===== src/rtl/lockway_pkg.sv =====
package lockway_pkg;
  localparam int WAYS    = 4;
  localparam int WAY_W   = 2;
  localparam int TREE_W  = WAYS - 1;

  localparam int BIT_FORCE = 16;
  localparam int BIT_W3LD  = 9;
  localparam int BIT_W3LK  = 8;
  localparam int BIT_W2LD  = 1;
  localparam int BIT_W2LK  = 0;

  localparam logic [31:0] CFG_MASK = (32'd1 << BIT_FORCE) | (32'd1 << BIT_W3LD) |
                                     (32'd1 << BIT_W3LK)  | (32'd1 << BIT_W2LD) |
                                     (32'd1 << BIT_W2LK);

  typedef struct packed {
    logic force_on;
    logic w3_load;
    logic w3_lock;
    logic w2_load;
    logic w2_lock;
  } lock_cfg_t;
endpackage


===== src/rtl/lw_cfg_reg.sv =====
module lw_cfg_reg
  import lockway_pkg::*;
(
  input  logic        clk,
  input  logic        rst_n,
  input  logic        we,
  input  logic [31:0] wdata,
  output logic [31:0] rdata,
  output lock_cfg_t   cfg
);
  lock_cfg_t cfg_q;

  always_ff @(posedge clk) begin
    if (!rst_n) begin
      cfg_q <= '0;
    end else if (we) begin
      cfg_q.force_on <= wdata[BIT_FORCE];
      cfg_q.w3_load  <= wdata[BIT_W3LD];
      cfg_q.w3_lock  <= wdata[BIT_W3LK];
      cfg_q.w2_load  <= wdata[BIT_W2LD];
      cfg_q.w2_lock  <= wdata[BIT_W2LK];
    end
  end

  always_comb begin
    rdata            = '0;
    rdata[BIT_FORCE] = cfg_q.force_on;
    rdata[BIT_W3LD]  = cfg_q.w3_load;
    rdata[BIT_W3LK]  = cfg_q.w3_lock;
    rdata[BIT_W2LD]  = cfg_q.w2_load;
    rdata[BIT_W2LK]  = cfg_q.w2_lock;
  end

  assign cfg = cfg_q;
endmodule


===== src/rtl/lw_plru_store.sv =====
module lw_plru_store
  import lockway_pkg::*;
#(
  parameter int SETS  = 64,
  localparam int SET_W = (SETS > 1) ? $clog2(SETS) : 1
)(
  input  logic              clk,
  input  logic              rst_n,
  input  logic [SET_W-1:0]  rd_set,
  output logic [TREE_W-1:0] rd_state,
  input  logic              upd_en,
  input  logic [SET_W-1:0]  upd_set,
  input  logic [WAY_W-1:0]  upd_way
);
  logic [TREE_W-1:0] tree_q [SETS];
  logic [TREE_W-1:0] touched;

  // Point every tree bit on the path away from the touched way.
  always_comb begin
    touched = tree_q[upd_set];
    touched[0] = ~upd_way[1];
    if (upd_way[1]) touched[2] = ~upd_way[0];
    else            touched[1] = ~upd_way[0];
  end

  for (genvar s = 0; s < SETS; s++) begin : g_set
    always_ff @(posedge clk) begin
      if (!rst_n)                                     tree_q[s] <= '0;
      else if (upd_en && upd_set == SET_W'(s))        tree_q[s] <= touched;
    end
  end

  assign rd_state = tree_q[rd_set];
endmodule


===== src/rtl/lw_victim_pick.sv =====
module lw_victim_pick
  import lockway_pkg::*;
(
  input  logic [TREE_W-1:0] tree,
  input  lock_cfg_t         cfg,
  input  logic              dsp_mode,
  input  logic              prefetch,
  output logic [WAY_W-1:0]  way
);
  logic lock_mode, pin3, pin2, avoid, lk2, lk3;
  logic pref_lk, right_ok;
  logic [WAY_W-1:0] left_way, pref_way, alt_way, right_way, lru_way;

  always_comb begin
    lock_mode = cfg.force_on | dsp_mode;
    pin3      = prefetch & lock_mode & cfg.w3_load & cfg.w3_lock;
    pin2      = prefetch & lock_mode & cfg.w2_load & cfg.w2_lock;
    avoid     = lock_mode & ~prefetch;
    lk2       = avoid & cfg.w2_lock;
    lk3       = avoid & cfg.w3_lock;

    left_way  = tree[1] ? 2'd1 : 2'd0;
    pref_way  = tree[2] ? 2'd3 : 2'd2;
    alt_way   = tree[2] ? 2'd2 : 2'd3;
    pref_lk   = tree[2] ? lk3 : lk2;
    right_way = pref_lk ? alt_way : pref_way;
    right_ok  = ~(lk2 & lk3);
    lru_way   = (tree[0] && right_ok) ? right_way : left_way;

    if (pin3)      way = 2'd3;
    else if (pin2) way = 2'd2;
    else           way = lru_way;
  end
endmodule


===== src/rtl/lockway_victim_sel.sv =====
module lockway_victim_sel
  import lockway_pkg::*;
#(
  parameter int SETS  = 64,
  localparam int SET_W = (SETS > 1) ? $clog2(SETS) : 1
)(
  input  logic             clk,
  input  logic             rst_n,
  input  logic             reg_we,
  input  logic [31:0]      reg_wdata,
  output logic [31:0]      reg_rdata,
  input  logic             dsp_mode,
  input  logic             acc_valid,
  output logic             acc_ready,
  input  logic [SET_W-1:0] acc_set,
  input  logic             acc_hit,
  input  logic [1:0]       acc_hit_way,
  input  logic             acc_prefetch,
  output logic             vic_valid,
  input  logic             vic_ready,
  output logic [1:0]       vic_way
);
  lock_cfg_t         cfg;
  logic [TREE_W-1:0] tree;
  logic [WAY_W-1:0]  pick, upd_way;
  logic              fire, miss_fire;
  logic              vld_q;
  logic [WAY_W-1:0]  way_q;

  lw_cfg_reg u_cfg (
    .clk(clk), .rst_n(rst_n), .we(reg_we), .wdata(reg_wdata),
    .rdata(reg_rdata), .cfg(cfg)
  );

  lw_plru_store #(.SETS(SETS)) u_lru (
    .clk(clk), .rst_n(rst_n), .rd_set(acc_set), .rd_state(tree),
    .upd_en(fire), .upd_set(acc_set), .upd_way(upd_way)
  );

  lw_victim_pick u_pick (
    .tree(tree), .cfg(cfg), .dsp_mode(dsp_mode),
    .prefetch(acc_prefetch), .way(pick)
  );

  assign acc_ready = ~vld_q | vic_ready;
  assign fire      = acc_valid & acc_ready;
  assign miss_fire = fire & ~acc_hit;
  assign upd_way   = acc_hit ? acc_hit_way : pick;

  always_ff @(posedge clk) begin
    if (!rst_n) begin
      vld_q <= 1'b0;
      way_q <= '0;
    end else if (miss_fire) begin
      vld_q <= 1'b1;
      way_q <= pick;
    end else if (vic_ready) begin
      vld_q <= 1'b0;
    end
  end

  assign vic_valid = vld_q;
  assign vic_way   = way_q;
endmodule


===== config.mk =====
export PLATFORM = sky130hd
export DESIGN_NAME = lockway_victim_sel
export DESIGN_NICKNAME = d
export VERILOG_FILES = /design/src/rtl/lockway_pkg.sv /design/src/rtl/lw_cfg_reg.sv /design/src/rtl/lw_plru_store.sv /design/src/rtl/lw_victim_pick.sv /design/src/rtl/lockway_victim_sel.sv
export SDC_FILE = /design/constraint.sdc
export NUM_CORES = 1
export LEC_CHECK = 0
export BUFFER_PORTS_ARGS = -buffer_cell sky130_fd_sc_hd__buf_4
export CELL_PAD_IN_SITES_DETAIL_PLACEMENT = 0
export CELL_PAD_IN_SITES_GLOBAL_PLACEMENT = 1
export CORE_MARGIN = 1.5
export CORE_UTILIZATION = 46
export CTS_BUF_LIST = sky130_fd_sc_hd__clkbuf_2
export DETAILED_ROUTE_END_ITERATION = 6
export GPL_ROUTABILITY_DRIVEN = 0
export PLACE_DENSITY = 0.86
export SLEW_MARGIN = 0
export SYNTH_ARGS = -nofsm -noshare
export SYNTH_HDL_FRONTEND = slang
export SYNTH_HIERARCHICAL = 1
export SYNTH_SLANG_ARGS = --single-unit

===== constraint.sdc =====
create_clock -name clk -period 4.6 [get_ports clk]
set_clock_uncertainty 0.05 [all_clocks]
set_input_delay 1.15 -clock clk [delete_from_list [all_inputs] [get_ports clk]]
set_output_delay 1.15 -clock clk [all_outputs]
set_load 0.03 [all_outputs]

==> metrics <==
Clock Tree Root=clkbuf_2; Crit Reg-Reg Endpoint=u_lru/tree_q[40][2]; worst reg-to-reg path cell count=13; final WL=35100 µm; Layout area overhead=9.11%; vias in the first global route=8414; Startpoint Class=input port; synth top area cells=edfxtp_1 49%, mux4_2 14%, nand2_1 4.7%; Max Cap Viol=0; sequential cell area fraction in the yosys report=roughly 51%; most frequent cells in the layout=192 x edfxtp_1, 148 x nand2_1, 121 x buf_4; post-synth top area share=49.3%; Non-Filler Instances=1394; hold_sp=vic_way[1]; hold_ws=approximately 0.43 ns; CTS tree=built; syn_area_per_cell=about 12 µm²; Final ANT Viol Nets=0; top cell type by total area after synthesis=edfxtp_1; first-pass GRT wire length=52000 µm; Mapped Cells=just over 1000; Vias=9174; Period Utilization, post-route=92.5%; Final Cell Area=12800 µm²; first-pass detailed-route iteration total=6; GRT Residual Overflow=0; utilization after layout=about half; Post-synth ARST share=0%; area of the multi-input gates=5060 µm²; Final #Nets=1097; Tot Pwr=3.70 mW; layout cells sized above 1=between 20% and 30%; status=completed; Hold Buf Count CTS=0; io pins=84; RSZ-0062 raised after global routing=no; Die Span Y=between 150 and 200 µm; H-tree depth=4; GRT Total Usage=around 27%; worst hold path depth=2; worst hold-check path type=reg2reg; worst-margin pin slew=0.842 ns; Leakage=4.39 nW; Achievable Freq=235 MHz; Power Density=290 nW/µm²; initial core utilization=46.7%; row count=58; Clock transition at path regs=~0.26 ns; final hold violation count=0; DR DRC count=0; max-slew violations=0; commonest non-fill, non-tap cell in the layout=edfxtp_1; DR WL/cell=25.2 µm; register area=5930 µm²; Core Footprint=25000 µm²; Die Area=approximately 26000 µm²; Die W=about 160 µm; Synthesis Warnings=6; largest net degree at the start of global routing=78; crit path kind=in2reg; DP Area=12500 µm²; CTS buffer count=17; post-CTS resize count=0; Crit. End Element=register; r2r setup slk=0.67 ns; cell area after synthesis=roughly 12000 µm²; distinct cell type count after synthesis=between 40 and 50; ys flop type=edfxtp_1; initial antenna violation count=1; Initial DRC Count=1590; Crit Path Max Fanout=21; Port Buffer Count=29; WP data arrival=between 4 and 5 ns; Final setup violation count=0; worst skew pair latency=0.81 ns; Tmin final=4.26 ns; FILL cells=about 2200; clk sinks=200; clk buf depth=2; vias per cell=roughly 6.6; Data required, critical path=a little over 5 ns; hpwl dp=25000 µm; reg2reg start=u_lru/tree_q[55][0]; Post CTS Setup Buffer Count=0; VDD IR max=142 µV; Post-synth EDFFs=between 150 and 200; Yosys reg bits=200; Worst Hold Endpoint=vic_way[1]; max_slew headroom=43.7%; Cells after DPL=1360
-- critical path, stage by stage --
cell and delay [ns]:
buf_6 0.25, buf_4 0.37, mux4_2 0.57, mux4_2 0.50
mux2i_1 0.27, a21oi_1 0.14, o221ai_2 0.14, o211ai_1 0.13
mux2_2 0.29, nor2b_1 0.16, buf_12 0.16, nor2_1 0.40
nand2_1 0.13, a31oi_1 0.15
-- cell families (layout without fill, tap and decap cells) --
| family | count (synthesis) | after routing | share of synthesized area [%] |
|---|---|---|---|
| AOI/OAI and AO/OA | 225 | 225 | 11.3 |
| buffers and inverters | 142 | 169 | 7.06 |
| DFF | 200 | 200 | 50.7 |
| muxes | 123 | 123 | 19.3 |
| other | 1 | 29 | 0.0321 |
| and+or+nand+nor | 318 | 318 | 11.6 |
-- Yosys cell counts (2+ instances only) --
| library cell | number |
|---|---|
| mux2i_1 | 36 |
| nand4_1 | 10 |
| o2111ai_1 | 2 |
| nand3b_1 | 2 |
| buf_2 | 21 |
| nor2_1 | 102 |
| nand3_1 | 27 |
| dfxtp_1 | 8 |
| clkbuf_1 | 60 |
| mux2_2 | 7 |
| nor2b_1 | 13 |
| a2111oi_0 | 4 |
| buf_1 | 2 |
| nor3_1 | 5 |
| nand2_1 | 148 |
| and2_1 | 2 |
| o21ai_0 | 66 |
| a21oi_1 | 63 |
| nand2b_1 | 2 |
| a31oi_1 | 67 |
| buf_4 | 35 |
| inv_1 | 5 |
| mux4_1 | 5 |
| edfxtp_1 | 192 |
| a22oi_1 | 11 |
| buf_6 | 18 |
| mux4_2 | 75 |
-- through the flow --
| step | TNS (ns) | worst slack (ns) |
|---|---|---|
| finish | 0 | 0.344 |
| global route | 0 | 0.279 |
| CTS | 0 | 0.510 |
| detailed placement | -41.56 | -0.336 |
| global placement | -35.30 | -0.304 |
| floorplan | 0 | 0.0390 |
-- layer usage --
metal  global-route usage (%)  vias up  routed length [µm]
li1                         -     3845                   -
met1                     36.2     4462               13100
met2                     42.3      765               16100
met3                     6.04      102                4420
met4                     11.9        0                1550
met5                        0        -                   0
-- final cells by class --
| cell class | instances | share of cell area, % |
|---|---|---|
| Antenna cell | 2 | 0.0392 |
| Clock buffer | 20 | 0.784 |
| Clock inverter | 12 | 1.05 |
| Inverter | 6 | 0.176 |
| Multi-Input combinational cell | 693 | 39.7 |
| Sequential cell | 200 | 46.4 |
| Tap cell | 330 | 3.24 |
| Timing Repair Buffer | 131 | 8.62 |
-- report_power, final --
part | switching, mW | internal, mW | leakage [nW]
Clock | 0.586 | 0.298 | 0.141
Sequential | 0.0359 | 2.06 | 2.05
Combinational | 0.456 | 0.264 | 2.20
-- worst max path at each step --
stage	startpoint	end	slack, ns	cells after the start
after CTS	acc_set[0]	u_lru/tree_q[40][2]	0.51	14
after global routing	acc_set[0]	u_lru/tree_q[24][1]	0.28	15
after detailed placement	acc_set[0]	u_lru/tree_q[56][2]	-0.34	14
after floorplan	acc_set[1]	u_lru/tree_q[51][2]	0.04	17
after global placement	acc_set[0]	u_lru/tree_q[8][1]	-0.30	14
final	acc_set[0]	u_lru/tree_q[40][1]	0.34	14
-- sequential cells by signal (all words and copies together) (netlist names) --
register	cells
u_lru/tree_q	192
u_cfg/cfg	5
vic_way	2
vic_valid	1
Power figures use the tool's default switching activity.
